## config.mk

```make
export PLATFORM = sky130hd
export DESIGN_NAME = cmp_edge_intc
export DESIGN_NICKNAME = d
export VERILOG_FILES = /design/src/rtl/cmp_edge_pkg.sv /design/src/rtl/cmp_sync.sv /design/src/rtl/cmp_strobe_gen.sv /design/src/rtl/cmp_glitch_filter.sv /design/src/rtl/cmp_edge_intc.sv
export SDC_FILE = /design/constraint.sdc
export NUM_CORES = 1
export LEC_CHECK = 0
export BUFFER_PORTS_ARGS = -buffer_cell sky130_fd_sc_hd__buf_2
export CORE_UTILIZATION = 59
export DETAILED_ROUTE_END_ITERATION = 10
export PLACE_DENSITY_LB_ADDON = 0.12
export SETUP_SLACK_MARGIN = 0.2
export SKIP_LAST_GASP = 1
export SLEW_MARGIN = 10
export SYNTH_ARGS = -nofsm -noshare
export SYNTH_HDL_FRONTEND = slang
export SYNTH_SLANG_ARGS = --single-unit
export TNS_END_PERCENT = 100
```

## constraint.sdc

```tcl
create_clock -name clk -period 4.1 [get_ports clk]
set_input_delay 0.82 -clock clk [delete_from_list [all_inputs] [get_ports clk]]
set_output_delay 0.82 -clock clk [all_outputs]
set_load 0.05 [all_outputs]
```

## src/rtl/cmp_edge_pkg.sv

```systemverilog
`timescale 1ns/1ps
package cmp_edge_pkg;

    localparam int unsigned BUS_W = 8;

    typedef enum logic [1:0] {
        REG_CTRL   = 2'd0,
        REG_PERIOD = 2'd1,
        REG_STAT   = 2'd2,
        REG_SPARE  = 2'd3
    } reg_sel_e;

    localparam int unsigned CTRL_EXT_BIT = 0;
    localparam int unsigned STAT_RIE_BIT = 4;
    localparam int unsigned STAT_FIE_BIT = 3;
    localparam int unsigned STAT_RFL_BIT = 2;
    localparam int unsigned STAT_FFL_BIT = 1;
    localparam int unsigned STAT_LVL_BIT = 0;

    typedef struct packed {
        logic rise;
        logic fall;
    } edge_t;

    typedef struct packed {
        logic rise_ie;
        logic fall_ie;
        logic rise_fl;
        logic fall_fl;
        logic level;
    } stat_t;

    function automatic logic [BUS_W-1:0] stat_to_byte(input stat_t s);
        logic [BUS_W-1:0] b;
        b = '0;
        b[STAT_RIE_BIT] = s.rise_ie;
        b[STAT_FIE_BIT] = s.fall_ie;
        b[STAT_RFL_BIT] = s.rise_fl;
        b[STAT_FFL_BIT] = s.fall_fl;
        b[STAT_LVL_BIT] = s.level;
        return b;
    endfunction

endpackage

```

## src/rtl/cmp_sync.sv

```systemverilog
`timescale 1ns/1ps
module cmp_sync #(
    parameter int unsigned STAGES = 2
) (
    input  logic clk,
    input  logic rst,
    input  logic d_async,
    output logic q_sync
);
    logic [STAGES-1:0] chain_q;

    generate
        for (genvar i = 0; i < STAGES; i++) begin : g_stage
            if (i == 0) begin : g_first
                always_ff @(posedge clk) begin
                    if (rst) chain_q[0] <= 1'b0;
                    else     chain_q[0] <= d_async;
                end
            end else begin : g_next
                always_ff @(posedge clk) begin
                    if (rst) chain_q[i] <= 1'b0;
                    else     chain_q[i] <= chain_q[i-1];
                end
            end
        end
    endgenerate

    assign q_sync = chain_q[STAGES-1];
endmodule

```

## src/rtl/cmp_strobe_gen.sv

```systemverilog
`timescale 1ns/1ps
module cmp_strobe_gen #(
    parameter int unsigned PER_W = 8
) (
    input  logic             clk,
    input  logic             rst,
    input  logic             ext_sel,
    input  logic             ext_smp,
    input  logic [PER_W-1:0] period,
    input  logic             reload,
    output logic             strobe,
    output logic             bypass
);
    logic [PER_W-1:0] cnt_q;
    logic             run;
    logic             at_end;

    assign run    = !ext_sel && (period != '0);
    assign at_end = (cnt_q == period - PER_W'(1));

    always_ff @(posedge clk) begin
        if (rst || reload || !run) cnt_q <= '0;
        else if (at_end)           cnt_q <= '0;
        else                       cnt_q <= cnt_q + PER_W'(1);
    end

    assign strobe = ext_sel ? ext_smp : (run && at_end);
    assign bypass = !ext_sel && (period == '0);


    cnt_bound_chk: assert property (@(posedge clk) disable iff (rst)
        run |-> (cnt_q < period));


    ext_no_count_chk: assert property (@(posedge clk) disable iff (rst)
        $past(ext_sel) |-> (cnt_q == '0));
endmodule

```

## src/rtl/cmp_glitch_filter.sv

```systemverilog
`timescale 1ns/1ps
module cmp_glitch_filter
    import cmp_edge_pkg::*;
#(
    parameter int unsigned RUN_N = 4
) (
    input  logic  clk,
    input  logic  rst,
    input  logic  din,
    input  logic  strobe,
    input  logic  bypass,
    output logic  level,
    output edge_t edges
);
    localparam int unsigned CW = (RUN_N > 1) ? $clog2(RUN_N) : 1;
    localparam logic [CW-1:0] LAST = CW'(RUN_N - 1);

    logic          lvl_q;
    logic          lvl_prev_q;
    logic [CW-1:0] run_q;

    always_ff @(posedge clk) begin
        if (rst) begin
            lvl_q <= 1'b0;
            run_q <= '0;
        end else if (bypass) begin
            lvl_q <= din;
            run_q <= '0;
        end else if (strobe) begin
            if (din == lvl_q) begin
                run_q <= '0;
            end else if (run_q == LAST) begin
                lvl_q <= din;
                run_q <= '0;
            end else begin
                run_q <= run_q + CW'(1);
            end
        end
    end

    always_ff @(posedge clk) begin
        if (rst) lvl_prev_q <= 1'b0;
        else     lvl_prev_q <= lvl_q;
    end

    assign level      = lvl_q;
    assign edges.rise = lvl_q & ~lvl_prev_q;
    assign edges.fall = ~lvl_q & lvl_prev_q;


    lvl_on_strobe_chk: assert property (@(posedge clk) disable iff (rst)
        (lvl_q != $past(lvl_q)) |-> $past(strobe || bypass));


    lvl_takes_input_chk: assert property (@(posedge clk) disable iff (rst)
        (lvl_q != $past(lvl_q)) |-> (lvl_q == $past(din)));
endmodule

```

## src/rtl/cmp_edge_intc.sv

```systemverilog
`timescale 1ns/1ps
module cmp_edge_intc
    import cmp_edge_pkg::*;
#(
    parameter int unsigned PER_W  = 8,
    parameter int unsigned RUN_N  = 4,
    parameter int unsigned SYNC_N = 2
) (
    input  logic             clk,
    input  logic             rst,
    input  logic             cmp_raw,
    input  logic             smp_ext,
    input  logic [1:0]       reg_addr,
    input  logic             reg_we,
    input  logic [BUS_W-1:0] reg_wdata,
    output logic [BUS_W-1:0] reg_rdata,
    output logic             irq
);
    logic             ext_sel_q;
    logic [PER_W-1:0] period_q;
    logic             rie_q, fie_q, rfl_q, ffl_q;
    logic             cmp_s, strobe, bypass, level;
    edge_t            edges;
    logic             wr_ctrl, wr_per, wr_stat;
    logic             clr_rise, clr_fall;
    stat_t            stat;

    assign wr_ctrl  = reg_we && (reg_addr == REG_CTRL);
    assign wr_per   = reg_we && (reg_addr == REG_PERIOD);
    assign wr_stat  = reg_we && (reg_addr == REG_STAT);
    assign clr_rise = wr_stat && reg_wdata[STAT_RFL_BIT];
    assign clr_fall = wr_stat && reg_wdata[STAT_FFL_BIT];

    cmp_sync #(.STAGES(SYNC_N)) u_sync (
        .clk     (clk),
        .rst     (rst),
        .d_async (cmp_raw),
        .q_sync  (cmp_s)
    );

    cmp_strobe_gen #(.PER_W(PER_W)) u_stb (
        .clk     (clk),
        .rst     (rst),
        .ext_sel (ext_sel_q),
        .ext_smp (smp_ext),
        .period  (period_q),
        .reload  (wr_per),
        .strobe  (strobe),
        .bypass  (bypass)
    );

    cmp_glitch_filter #(.RUN_N(RUN_N)) u_filt (
        .clk    (clk),
        .rst    (rst),
        .din    (cmp_s),
        .strobe (strobe),
        .bypass (bypass),
        .level  (level),
        .edges  (edges)
    );

    always_ff @(posedge clk) begin
        if (rst) begin
            ext_sel_q <= 1'b0;
            period_q  <= '0;
            rie_q     <= 1'b0;
            fie_q     <= 1'b0;
        end else begin
            if (wr_ctrl) ext_sel_q <= reg_wdata[CTRL_EXT_BIT];
            if (wr_per)  period_q  <= reg_wdata[PER_W-1:0];
            if (wr_stat) begin
                rie_q <= reg_wdata[STAT_RIE_BIT];
                fie_q <= reg_wdata[STAT_FIE_BIT];
            end
        end
    end

    always_ff @(posedge clk) begin
        if (rst) begin
            rfl_q <= 1'b0;
            ffl_q <= 1'b0;
        end else begin
            rfl_q <= edges.rise | (rfl_q & ~clr_rise);
            ffl_q <= edges.fall | (ffl_q & ~clr_fall);
        end
    end

    assign stat = '{rise_ie: rie_q, fall_ie: fie_q, rise_fl: rfl_q,
                    fall_fl: ffl_q, level: level};

    always_comb begin
        reg_rdata = '0;
        case (reg_addr)
            REG_CTRL:   reg_rdata[CTRL_EXT_BIT] = ext_sel_q;
            REG_PERIOD: reg_rdata = BUS_W'(period_q);
            REG_STAT:   reg_rdata = stat_to_byte(stat);
            default:    reg_rdata = '0;
        endcase
    end

    assign irq = (rfl_q & rie_q) | (ffl_q & fie_q);


    set_wins_rise_chk: assert property (@(posedge clk) disable iff (rst)
        edges.rise |=> rfl_q);


    set_wins_fall_chk: assert property (@(posedge clk) disable iff (rst)
        edges.fall |=> ffl_q);


    w1c_rise_chk: assert property (@(posedge clk) disable iff (rst)
        (clr_rise && !edges.rise) |=> !rfl_q);


    irq_needs_flag_chk: assert property (@(posedge clk) disable iff (rst)
        irq |-> (rfl_q || ffl_q));
endmodule

```

# Yosys cells after proc, flatten, opt, wreduce, memory -nomap -nowiden
# Index checks and enable logic that the tools add are counted.
word_totals:
  register_bits: 27
  elab_cells: 63
op_classes:
  addsub: 3
  eq_ne: 6
  n_mux: 9
  n_bitwise: 13
  n_reduce_logical: 20
ops:
  columns: ["operator", "n"]
  rows:
  - ["case mux 7 bit (2 select lines)", 1]
  - ["adder 8 x 1 -> 8 bit, second input constant", 1]
  - ["equality test 8 bit", 1]
  - ["logical AND 1 bit", 8]
  - ["logical NOT 8 bit", 1]
  - ["nonzero test 8 bit", 1]
  - ["subtractor 8 x 1 -> 8 bit, second input constant", 1]
  - ["AND 1 bit", 6]
  - ["2-to-1 mux 1 bit", 5]
  - ["equality test 2 bit, second input constant", 2]
  - ["2-to-1 mux 2 bit", 2]
  - ["inverter 1 bit", 4]
  - ["nonzero test 2 bit", 2]
  - ["OR reduction 2 bit", 2]
  - ["OR 1 bit", 3]
  - ["case mux 1 bit (3 select lines)", 1]
  - ["AND reduction 3 bit", 1]
  - ["adder 2 x 1 -> 2 bit, second input constant", 1]
  - ["equality test 2 x 1 -> 1 bit, second input constant", 1]
  - ["logical NOT 1 bit", 2]
  - ["logical NOT 2 bit", 1]
  - ["logical OR 1 bit", 2]
  - ["inequality test 2 bit, second input constant", 1]
  - ["equality test 1 bit", 1]

# Logic depth before layout (Yosys ltp)
logic_depth:
  word_depth: 6
  mapped_depth: 10

# Hierarchy
# Synthesis repeated with hierarchy kept, for this count alone.
hier_totals:
  cells_unflattened: 186
  area_unflattened_um2: 1692.9
modules_own_cells:
  columns: ["mod", "instances", "cells_each", "area_per_inst_um2", "seq_area_each_um2"]
  rows:
  - ["cmp_edge_intc", 1, 81, 787.0, 260.2]
  - ["cmp_strobe_gen", 1, 82, 674.4, 160.2]
  - ["cmp_glitch_filter", 1, 19, 178.9, 80.1]
  - ["cmp_sync", 1, 4, 52.6, 40.0]

# Worst setup path after synthesis
# No wires, ideal clock.
synth_timing:
  kind: "input port to output port"
  start: "input port reg_addr[0]"
  end: "output port reg_rdata[3]"
  arrival_ns: 2.084
  t_required_ns: 3.280
  path_slack_ns: 1.196
  stages: 5
  n_path_buf: 1
  path_cell_list: "inv_1 -> ha_1 -> clkbuf_1 -> a22oi_1 -> nor2b_1"
synth_between:
  elab_chain_cells: 2
  word_cells_on_any_way: 3
  classes_between: "eq/ne: 2; mux: 1"
synth_lines:
  columns: ["item", "line", "rtl"]
  rows:
  - ["start: declaration", "cmp_edge_intc.sv:13", "input logic [1:0] reg_addr,"]
  - ["equality test 2 bit / equality test 2 x 1 -> 1 bit (equally long branches)", "cmp_edge_intc.sv:93", "case (reg_addr)"]
  - ["case mux 7 bit (2 select lines) (*)", "cmp_edge_intc.sv:93", null]
  - ["end: declaration", "cmp_edge_intc.sv:16", "output logic [BUS_W-1:0] reg_rdata,"]
# Mark *: on every way between the ends. The rest lies on a longest branch, timed or not.

# Worst setup path after layout
layout_timing:
  start: "input port reg_addr[1]"
  end: "output port reg_rdata[3]"
# Same word-level chain as after synthesis.

==> run metrics <==
drt first pass iters=7; total number of vias=approximately 1,400; leakage=slightly below 0.0007 µW; Clock Tree Buf Depth=2; ANT nets after route=0; Nets=223; pin count of the biggest net entering global routing=21; Yosys reg bits=27; CTS buffer count=3; crit path to=reg_rdata[3]; Synth cell types=37; Final Skew=6.70 ps; kind of end point of the critical path=primary output; DR DRC count=0; RSZ-0062 raised after global routing=no; Place WS=~1200 ps; status=finished clean; worst relative slew slack=between 60% and 70%; Fin Setup TNS=0 ps; top flop regs=period_q: 8 flops, u_stb.cnt_q: 8 flops, u_filt.run_q: 2 flops; vias in the first global route=roughly 1,200; Die Span Y=approximately 52 µm; CORE AREA=between 2000 and 2500 µm²; clock transition at the registers of the reported paths=150 ps; critical path's slowest cell=ha_1; Slew @ Worst Pin=around 530 ps; Seq/Total Area, Yosys=a little over a third; CTS root buffer=clkbuf_4; Boundary Pins=24; most used cell, CP=buf_2; Syn Nets=around 210; worst path cell trace=buf_2 > inv_1 > ha_1 > a22oi_1 > nor2b_1 > buf_2; Initial Util=65.3%; r2r setup slk=1500 ps; total setup buffers inserted after CTS=0; worst flop-to-flop path startpoint=period_q[0]; Reg2Reg Depth=9; Die ar.=around 2700 µm²; largest stage delay on the critical path=around 490 ps; worst min path class=reg2reg; Worst Path Arrival=2090 ps; Tmin final=around 3000 ps; Fin. Hold Viols=0; worst setup path class=in2out; global-route wire length before repair=just over 5000 µm; Fillers=roughly 190; final hold slack=470 ps; Worst path top cell family by delay=adder cells; total congestion overflow=0; Max Fclk=about 340 MHz; Buf/Inv on CP=3; R2R Path End=u_filt.level; initial DRC count=between 50 and 60; initial antenna violation count=0; port bufs=23; power per cell area=around 290 nW/µm²; Final Instance Area=1640 µm²; final worst setup slack=approximately 1200 ps; gr usage total=24.9%; crit path max fanout=17; post-DP HPWL=roughly 2300 µm; Max Cap Viol=0; final setup fails=0; WP depth=6; Synth Instances=about 180; critical path required time=roughly 3300 ps; CTS tree=built; Worst-Skew Late Latency=approximately 320 ps; number of H-tree levels=1; vias per cell=around 6; hold buffers post-CTS=0; Area Overhead vs Synth=9.17%; clk sinks=27; Startpoint Class=input port; DRT Wirelength=3070 µm; row cnt=17; maximum VDD drop=0.233 mV; Mapped Area=1500 µm²; share of cells above drive strength 1=between 15 and 20%; Syn Area/Cell=8.20 µm²; post_cts resized=0; routability-driven placement congestion ratio=between 0.7 and 0.8; period utilization=about 71%; dpl cell area=about 1600 µm²; CP Launch Point=reg_addr[1]; chip width=52.4 µm; Final Util=around 71%; final slew viol count=0; Ant. Diodes=0; wire per inst=13.5 µm; YS warnings=0
cells in the mapped netlist:
library cell / number / area share [%]
a21oi_1: 13 / 4.3
a221oi_1: 1 / 0.58
a222oi_1: 1 / 0.67
a22o_1: 1 / 0.58
a22oi_1: 4 / 2.0
a31oi_1: 2 / 0.83
a41oi_1: 1 / 0.58
and3_1: 6 / 2.5
buf_1: 1 / 0.25
buf_2: 2 / 0.67
clkbuf_1: 7 / 1.8
dfxtp_1: 27 / 36
ha_1: 7 / 5.8
inv_1: 5 / 1.3
mux2i_1: 2 / 1.3
nand2_1: 19 / 4.8
nand2_2: 1 / 0.42
nand2b_1: 1 / 0.42
nand3_1: 22 / 7.3
nand3b_1: 1 / 0.50
nand4_1: 2 / 0.83
nor2_1: 16 / 4.0
nor2b_1: 9 / 3.8
nor3_1: 3 / 1.0
nor3b_2: 1 / 0.83
nor4_1: 1 / 0.42
nor4_4: 1 / 1.4
nor4b_1: 1 / 0.58
o211ai_1: 1 / 0.50
o21ai_0: 1 / 0.33
o21ai_2: 1 / 0.58
o21ba_2: 1 / 0.67
o311ai_1: 1 / 0.58
o31ai_2: 1 / 0.83
or4_1: 1 / 0.50
xnor2_1: 5 / 2.9
xor2_1: 13 / 7.6
layout make-up:
type	instances	area (µm²)	share of cell area [%]
tap	28	35.0	2.14
sequential	27	541	33.0
clock buffer	3	22.5	1.38
clock inverter	1	5.00	0.306
multi-input combinational	141	901	55.0
timing repair buffer	23	115	7.03
inverter	5	18.8	1.15
cell usage in the layout (no fill, tap or decap):
master	instances
a21oi_1	13
a221oi_1	1
a222oi_1	1
a22o_1	1
a22oi_1	4
a31oi_1	2
a41oi_1	1
and3_1	6
buf_2	23
clkbuf_4	3
clkinv_2	1
dfxtp_1	27
ha_1	7
inv_1	5
mux2i_1	2
nand2_1	19
nand2_2	1
nand2b_1	1
nand3_1	22
nand3b_1	1
nand4_1	2
nor2_1	16
nor2b_1	9
nor3_1	3
nor3b_2	1
nor4_1	1
nor4_4	1
nor4b_1	1
o211ai_1	1
o21ai_0	1
o21ai_2	1
o21ba_2	1
o311ai_1	1
o31ai_2	1
or4_1	1
xnor2_1	5
xor2_1	13
routing by layer:
layer / GRT usage, % / wire length [µm] / vias to the layer above
met4: 9.21 / 48 / 0
met3: 3.19 / 119 / 8
met1: 31.1 / 1430 / 631
met5: 0 / 0 / -
li1: - / - / 673
met2: 43.2 / 1480 / 44
cell families after synthesis:
kind of cell / after synthesis / synth area share, %
buf+inv: 15 / 3.92
mux: 2 / 1.33
fa+ha+maj: 7 / 5.84
simple gates: 85 / 29.3
flops: 27 / 36.0
compound gates: 29 / 13.1
xor+xnor: 18 / 10.5
report_power, final:
group | switching [µW] | internal, µW | total [µW]
Combinational | 43.7 | 29.1 | 72.9
Sequential | 9.62 | 270 | 279
Clock | 79.3 | 36.6 | 116
through the flow:
stage	power [µW]	std cells
after floorplan	337	183
after global routing	492	228
after detailed placement	357	224
final	468	228
after global placement	353	224
after CTS	471	228
worst min path at each step:
stage	start	end	slack, ps	cells after the start
finish	u_sync.chain_q[0]	u_sync.q_sync	470	1
global placement	u_sync.chain_q[0]	u_sync.q_sync	430	1
CTS	u_sync.chain_q[0]	u_sync.q_sync	470	1
floorplan	u_sync.chain_q[0]	u_sync.q_sync	410	1
detailed placement	u_sync.chain_q[0]	u_sync.q_sync	440	1
global route	u_sync.chain_q[0]	u_sync.q_sync	490	1
worst reg2reg max path, delay by kind of cell, from the launching register on:
kind / cells / cell delay [ps]
AO/OA/AOI/OAI: 5 / 880
AND/OR/NAND/NOR: 2 / 770
flip-flops: 1 / 480
adder cells (fa/ha/maj): 1 / 310
buffers and inverters: 1 / 70
No activity file was read; power rests on OpenSTA's default activity.
